===== config.mk =====
export PLATFORM = sky130hd
export DESIGN_NAME = latched_alarm_irq
export DESIGN_NICKNAME = d
export VERILOG_FILES = /design/src/rtl/lai_pkg.sv /design/src/rtl/lai_chan.sv /design/src/rtl/lai_regs.sv /design/src/rtl/lai_rxsub.sv /design/src/rtl/latched_alarm_irq.sv
export SDC_FILE = /design/constraint.sdc
export NUM_CORES = 1
export LEC_CHECK = 0
export ABC_AREA = 1
export BUFFER_PORTS_ARGS = -buffer_cell sky130_fd_sc_hd__buf_4
export CORE_MARGIN = 3
export CORE_UTILIZATION = 50
export CTS_BUF_LIST = sky130_fd_sc_hd__clkbuf_4
export CTS_CLUSTER_DIAMETER = 200
export DETAILED_ROUTE_END_ITERATION = 7
export PLACE_DENSITY = 0.75
export RECOVER_POWER = 100
export SYNTH_ARGS = -nofsm -noshare
export SYNTH_HDL_FRONTEND = slang
export SYNTH_HIERARCHICAL = 1
export SYNTH_SLANG_ARGS = --single-unit

===== constraint.sdc =====
create_clock -name clk -period 1.4 [get_ports clk]
set_input_delay 0.07 -clock clk [delete_from_list [all_inputs] [get_ports clk]]
set_output_delay 0.07 -clock clk [all_outputs]
set_load 0.01 [all_outputs]

===== src/rtl/lai_pkg.sv =====
package lai_pkg;
  localparam int NCH    = 2;
  localparam int REG_W  = 8;
  localparam int ADDR_W = 8;

  localparam logic [ADDR_W-1:0] STAT_BASE = 8'h10;
  localparam logic [ADDR_W-1:0] MASK_BASE = 8'h12;

  localparam int B_LIVE_LOS = 7;
  localparam int B_LAT_LOS  = 6;
  localparam int B_LIVE_AIS = 5;
  localparam int B_LAT_AIS  = 4;
  localparam int B_LAT_BPV  = 3;
  localparam int B_LAT_OVF  = 2;
  localparam int B_AUX      = 1;
  localparam int B_SUM      = 0;

  localparam logic [REG_W-1:0] AUX_BIT = REG_W'(1) << B_AUX;
endpackage


===== src/rtl/lai_chan.sv =====
module lai_chan
  import lai_pkg::*;
#(
  parameter bit HAS_RESET_LATCH = 1'b0
) (
  input  logic             clk,
  input  logic             rst_n,
  input  logic             los_i,
  input  logic             ais_i,
  input  logic             bpv_i,
  input  logic             ovf_i,
  input  logic             dec_en_i,
  input  logic             aux_ev_i,
  input  logic [REG_W-1:0] mask_i,
  input  logic             rd_clr_i,
  output logic [REG_W-1:0] status_o,
  output logic             irq_o
);
  localparam logic [REG_W-1:0] LAT_RST = HAS_RESET_LATCH ? AUX_BIT : '0;

  logic             los_q, ais_q;
  logic [REG_W-1:0] lat_q, lat_d, set_ev;
  logic             live_chg, fresh, sum_set, lat_en;

  always_comb begin
    set_ev            = '0;
    set_ev[B_LAT_LOS] = los_i & ~los_q & ~mask_i[B_LAT_LOS];
    set_ev[B_LAT_AIS] = ais_i & ~ais_q & ~mask_i[B_LAT_AIS];
    set_ev[B_LAT_BPV] = bpv_i & dec_en_i & ~mask_i[B_LAT_BPV];
    set_ev[B_LAT_OVF] = ovf_i & ~mask_i[B_LAT_OVF];
    set_ev[B_AUX]     = aux_ev_i & ~mask_i[B_AUX];
    live_chg = ((los_i ^ los_q) & ~mask_i[B_LIVE_LOS])
             | ((ais_i ^ ais_q) & ~mask_i[B_LIVE_AIS]);
    fresh    = |(set_ev & ~lat_q);
    sum_set  = (fresh | live_chg) & ~mask_i[B_SUM];
    lat_d    = (rd_clr_i ? '0 : lat_q) | set_ev;
    lat_d[B_SUM] = (rd_clr_i ? 1'b0 : lat_q[B_SUM]) | sum_set;
    lat_en   = rd_clr_i | (|set_ev) | sum_set;
  end

  always_ff @(posedge clk or negedge rst_n) begin
    if (!rst_n) begin
      los_q <= 1'b0;
      ais_q <= 1'b0;
      lat_q <= LAT_RST;
    end else begin
      los_q <= los_i;
      ais_q <= ais_i;
      if (lat_en) lat_q <= lat_d;
    end
  end

  assign status_o = ({los_i, 1'b0, ais_i, 5'b0} | lat_q) & ~mask_i;

  generate
    if (HAS_RESET_LATCH) begin : g_rst_irq
      assign irq_o = (lat_q[B_SUM] & ~mask_i[B_SUM]) | lat_q[B_AUX];
    end else begin : g_plain_irq
      assign irq_o = lat_q[B_SUM] & ~mask_i[B_SUM];
    end
  endgenerate

  assert_ais_level_R2: assert property (@(posedge clk) disable iff (!rst_n)
    (ais_i && ais_q && !lat_q[B_LAT_AIS]) |=> !lat_q[B_LAT_AIS]);

  assert_bpv_gate_R3: assert property (@(posedge clk) disable iff (!rst_n)
    (bpv_i && !dec_en_i && !lat_q[B_LAT_BPV]) |=> !lat_q[B_LAT_BPV]);

  assert_masked_drop_R6: assert property (@(posedge clk) disable iff (!rst_n)
    (mask_i[B_LAT_OVF] && !lat_q[B_LAT_OVF]) |=> !lat_q[B_LAT_OVF]);

  assert_event_wins_R8: assert property (@(posedge clk) disable iff (!rst_n)
    (rd_clr_i && ovf_i && !mask_i[B_LAT_OVF]) |=> lat_q[B_LAT_OVF]);
endmodule


===== src/rtl/lai_regs.sv =====
module lai_regs
  import lai_pkg::*;
(
  input  logic                       clk,
  input  logic                       rst_n,
  input  logic [ADDR_W-1:0]          addr_i,
  input  logic                       wr_i,
  input  logic                       rd_i,
  input  logic [REG_W-1:0]           wdata_i,
  input  logic [NCH-1:0][REG_W-1:0]  status_i,
  output logic [NCH-1:0][REG_W-1:0]  mask_o,
  output logic [NCH-1:0]             rd_clr_o,
  output logic [REG_W-1:0]           rdata_o
);
  logic [NCH-1:0] mask_we;

  generate
    for (genvar g = 0; g < NCH; g++) begin : g_ch
      localparam logic [ADDR_W-1:0] A_STAT = ADDR_W'(STAT_BASE + g);
      localparam logic [ADDR_W-1:0] A_MASK = ADDR_W'(MASK_BASE + g);

      assign mask_we[g]  = wr_i && (addr_i == A_MASK);
      assign rd_clr_o[g] = rd_i && (addr_i == A_STAT);

      always_ff @(posedge clk or negedge rst_n) begin
        if (!rst_n) mask_o[g] <= '0;
        else if (mask_we[g]) mask_o[g] <= wdata_i;
      end

      assert_mask_write_R1: assert property (@(posedge clk) disable iff (!rst_n)
        (wr_i && addr_i == A_MASK) |=> (mask_o[g] == $past(wdata_i)));
    end
  endgenerate

  always_comb begin
    rdata_o = '0;
    for (int i = 0; i < NCH; i++) begin
      if (addr_i == ADDR_W'(STAT_BASE + i)) rdata_o = status_i[i];
      if (addr_i == ADDR_W'(MASK_BASE + i)) rdata_o = mask_o[i];
    end
  end
endmodule


===== src/rtl/lai_rxsub.sv =====
module lai_rxsub
  import lai_pkg::*;
(
  input  logic [NCH-1:0] los_i,
  input  logic           aao_i,
  input  logic [NCH-1:0] pos_i,
  input  logic [NCH-1:0] neg_i,
  output logic [NCH-1:0] pos_o,
  output logic [NCH-1:0] neg_o
);
  generate
    for (genvar g = 0; g < NCH; g++) begin : g_ch
      logic fill;
      if (g == 0) begin : g_sel
        assign fill = aao_i;
      end else begin : g_zero
        assign fill = 1'b0;
      end
      assign pos_o[g] = los_i[g] ? fill : pos_i[g];
      assign neg_o[g] = los_i[g] ? fill : neg_i[g];
    end
  endgenerate
endmodule


===== src/rtl/latched_alarm_irq.sv =====
module latched_alarm_irq
  import lai_pkg::*;
(
  input  logic                  clk,
  input  logic                  rst_n,
  input  logic [ADDR_W-1:0]     reg_addr,
  input  logic                  reg_wr,
  input  logic                  reg_rd,
  input  logic [REG_W-1:0]      reg_wdata,
  output logic [REG_W-1:0]      reg_rdata,
  input  logic [NCH-1:0]        los_i,
  input  logic [NCH-1:0]        ais_i,
  input  logic [NCH-1:0]        bpv_i,
  input  logic [NCH-1:0]        ovf_i,
  input  logic [NCH-1:0]        dec_en_i,
  input  logic                  tclk_lost_i,
  input  logic                  refclk_lost_i,
  input  logic [NCH-1:0]        rx_pos_i,
  input  logic [NCH-1:0]        rx_neg_i,
  output logic [NCH-1:0]        rx_pos_o,
  output logic [NCH-1:0]        rx_neg_o,
  output logic                  int_n_o
);
  logic [1:0]                rst_pipe;
  logic                      rst_sync_n;
  logic [NCH-1:0][REG_W-1:0] masks, status;
  logic [NCH-1:0]            rd_clr, irq;

  always_ff @(posedge clk or negedge rst_n) begin
    if (!rst_n) rst_pipe <= '0;
    else        rst_pipe <= {rst_pipe[0], 1'b1};
  end
  assign rst_sync_n = rst_pipe[1];

  lai_regs u_regs (
    .clk(clk), .rst_n(rst_sync_n), .addr_i(reg_addr), .wr_i(reg_wr),
    .rd_i(reg_rd), .wdata_i(reg_wdata), .status_i(status),
    .mask_o(masks), .rd_clr_o(rd_clr), .rdata_o(reg_rdata)
  );

  generate
    for (genvar g = 0; g < NCH; g++) begin : g_chan
      logic [REG_W-1:0] mask_eff;
      logic             aux_ev;
      if (g == 0) begin : g_first
        assign mask_eff = masks[g] & ~AUX_BIT;
        assign aux_ev   = 1'b0;
      end else begin : g_other
        assign mask_eff = masks[g];
        assign aux_ev   = tclk_lost_i | refclk_lost_i;
      end
      lai_chan #(.HAS_RESET_LATCH(g == 0)) u_chan (
        .clk(clk), .rst_n(rst_sync_n), .los_i(los_i[g]), .ais_i(ais_i[g]),
        .bpv_i(bpv_i[g]), .ovf_i(ovf_i[g]), .dec_en_i(dec_en_i[g]),
        .aux_ev_i(aux_ev), .mask_i(mask_eff), .rd_clr_i(rd_clr[g]),
        .status_o(status[g]), .irq_o(irq[g])
      );
    end
  endgenerate

  lai_rxsub u_rxsub (
    .los_i(los_i), .aao_i(masks[0][B_AUX]), .pos_i(rx_pos_i),
    .neg_i(rx_neg_i), .pos_o(rx_pos_o), .neg_o(rx_neg_o)
  );

  assign int_n_o = ~(|irq);

  assert_reset_irq_R4: assert property (@(posedge clk) disable iff (!rst_sync_n)
    status[0][B_AUX] |-> !int_n_o);

  assert_rx_zero_R9: assert property (@(posedge clk) disable iff (!rst_sync_n)
    los_i[1] |-> (!rx_pos_o[1] && !rx_neg_o[1]));
endmodule


==> metrics.md <==
| Metric | Value |
|---|---|
| Fillers | 310 |
| Synth area leader | dfrtp_1 |
| Worst R2R Start | u_regs/mask_o[3] |
| Synth cell types | 24 |
| RSZ-0062 raised after global routing | true |
| Primary FF master, synth | dfrtp_1 |
| Die Width | 70.3 um |
| Commonest cells post-synth | nand2_1, inv_1, nand3_1 |
| Syn-to-layout area delta | 34.8% |
| Period utilization | 101% |
| Drt drc | 0 |
| Fin. Hold Viols | 0 |
| ANT cells | 0 |
| Final Critical Period | 1.42 ns |
| CTS clk-pin slew, worst paths | 0.11 ns |
| Pwr per Cell Area | 690 nW/um^2 |
| Post-synth EDFFs | 0 |
| Final worst setup slack | -0.0165 ns |
| H-tree level count | 2 |
| R2r setup slk | 0.06 ns |
| Mapped cell area | 2060 um^2 |
| Int Pwr | 1.37 mW |
| Vias in the first global route | 1898 |
| Antenna violations before repair | 0 |
| Total GRT Usage | 21.4% |
| Crit path launch type | input pin |
| Routed wire length | 5000 um |
| Worst Hold Slack | 0.0250 ns |
| Clock Latency Late Sink | 0.34 ns |
| FF-to-FF path depth | 4 |
| Combinational cell fraction of total power | 17.7% |
| Avg Cell Area, Syn | 7.56 um^2 |
| Max_cap viols | 0 |
| Antenna viol nets, final | 0 |
| Crit end category | output pin |
| Slew headroom | 46.9% |
| Reg power frac | 54.5% |
| Crit path largest cell delay | 0.53 ns |
| Total overflow reported by the global router | 0 |
| Switching portion of total power | 28.7% |
| Critical Path RT | 1.33 ns |
| Clock buffer depth | 2 |
| Vias per cell | 5.00 |
| Largest net degree at the start of global routing | 35 |
| Final setup viols | 2 |
| Row cnt | 22 |
| Failing checks | setup timing |
| Seq/Total Area, Yosys | 41.3% |
| Synth top area cells | dfrtp_1, nand2_1, nand3_1 |
| Port bufs | 48 |
| Worst vdd ir | 503 uV |
| Num CTS Buffers | 5 |
| WL/cell | 12.4 um |
| Async SR Flop Fraction | 100% |
| Root Buffer | clkbuf_4 |
| Max FO, Critical Path | 5 |
| Die Ht | 70.3 um |
| Crit-path cells | dlygate4sd3_1, clkbuf_1, inv_1, nor2_1, nand3_1, nand4_1, buf_4 |
| Worst setup skew after layout | 0.00630 ns |
| Nets | 396 |
| CTS tree | built |
| Layout cells sized above 1 | 23.5% |
| Via Count | 2025 |
| Worst-margin pin slew | 0.797 ns |
| WS Path Type | in -> out |
| Arr. time, crit path | 1.35 ns |
| Core Region | 3830 um^2 |
| CP max stage cell | dlygate4sd3_1 |
| DRT iter0 DRCs | 96 |
| Most common cell in the synthesized netlist | nand2_1 |
| Total net switching power | 0.551 mW |
| HPWL after DPL | 3720 um |
| Setup Total Neg Slack | -0.0197 ns |
| First-pass GRT wire length | 8360 um |
| # clock sinks | 34 |
| Reg-to-Reg End | g_chan[0].u_chan/lat_q[3] |
| Post-synth top area share | 40.0% |
| Lkg Pwr | 1.53 nW |
| GP Congestion | 0.825 |
| Initial cell density of the core | 54.0% |
| Clock share of power | 27.8% |
| Synth Instances | 273 |
| Max-slew violations | 0 |
| CP Launch Point | los_i[0] |
| Drt pass-1 iters | 4 |
| I/O pin count | 49 |
| Status | finished, violations left |
| Peak Freq | 706 MHz |
| Synthesized flop and latch total | 34 |
| HP Class | in -> async |
| Yosys warnings | 6 |
| Die area | 4940 um^2 |
-- worst max-delay path by stage --
stage / endpoint / slack, ns / cells past startpoint
3_5_place_dp: g_chan[1].u_chan/lat_q[0] / 0.24 / 9
4_1_cts: reg_rdata[1] / -0.02 / 5
3_3_place_gp: u_regs/mask_o[1] / 0.28 / 9
5_1_grt: reg_rdata[1] / -0.07 / 5
2_1_floorplan: g_chan[0].u_chan/lat_q[0] / 0.24 / 8
6_report: reg_rdata[7] / -0.02 / 7
-- flip-flops by register name, summed over array words and instances (netlist names) --
register and cells:
u_regs/mask_o 16, g_chan.u_chan/ais_q 2, rst_pipe 2, g_chan.u_chan/lat_q 12, g_chan.u_chan/los_q 2
-- through the flow --
step | area [um^2] | instances | total power, mW | utilization [%] | worst slack, ns
after global placement | 2520 | 374 | 1.35 | 65.8 | 0.283
after CTS | 2760 | 401 | 1.93 | 72.2 | -0.0229
final | 2780 | 405 | 1.92 | 72.7 | -0.0165
after global routing | 2780 | 405 | 2.04 | 72.7 | -0.0668
after floorplan | 2080 | 277 | 1.22 | - | 0.239
after detailed placement | 2520 | 374 | 1.36 | 65.8 | 0.239
-- worst max-delay path: cells and delay by family --
kind                   cells  cell delay, ns
buffers and inverters      4            0.94
AND/OR/NAND/NOR            3            0.33
-- kinds of logic (layout without fill, tap and decap cells) --
| group | Yosys count | after routing | share of synthesized area, % |
|---|---|---|---|
| simple gates | 155 | 155 | 38.7 |
| other cells | 2 | 6 | 0.364 |
| compound gates | 27 | 27 | 6.85 |
| flops | 34 | 34 | 41.3 |
| fa+ha+maj | 4 | 4 | 2.42 |
| buf+inv | 51 | 131 | 10.4 |
-- layer usage --
metal | track usage [%] | up-vias | wire, um
met4 | 8.30 | 0 | 79
met2 | 36.0 | 60 | 2470
met1 | 26.5 | 926 | 2140
li1 | - | 1031 | -
met3 | 4.89 | 8 | 314
met5 | 0 | - | 0
-- power groups by stage --
stage	combinational [mW]	sequential (mW)	clock [mW]
after global routing	0.388	1.05	0.596
after detailed placement	0.294	1.06	0
after CTS	0.337	1.05	0.548
after floorplan	0.153	1.07	0
after global placement	0.287	1.06	0
final	0.340	1.05	0.533
-- layout by cell type (no fill, tap or decap), types with 3 or more instances in the layout --
cell	n
clkbuf_1	4
o21ai_0	6
inv_1	41
nand2_1	55
nor2_1	34
ha_1	4
o21ai_1	16
dfrtp_1	31
nor2_8	5
nand3b_1	3
nand4_1	8
conb_1	6
clkbuf_4	5
dlygate4sd3_1	19
nand2_2	3
nand3_1	38
o22ai_1	5
inv_2	5
buf_4	52
-- area by class of cell --
| cell class | instances | area (um^2) | share of cell area [%] |
|---|---|---|---|
| Clock inverter | 3 | 16.3 | 0.585 |
| Sequential cell | 34 | 855 | 30.7 |
| Clock buffer | 5 | 37.5 | 1.35 |
| Timing Repair Buffer | 77 | 621 | 22.3 |
| Inverter | 46 | 173 | 6.21 |
| Multi-Input combinational cell | 192 | 1020 | 36.7 |
| Tap cell | 48 | 60.1 | 2.16 |
-- timing repair --
| item | 4_1_cts | 5_1_grt |
|---|---|---|
| pin swaps | 2 | 6 |
| resized for setup | 2 | 4 |
| buffers inserted | 0 | 4 |
| hold buffers | 19 | 0 |
| endpoints found under the hold margin | 26 | 0 |
| endpoints found under the setup margin | 2 | 5 |
No activity file was read; power rests on OpenSTA's default activity.
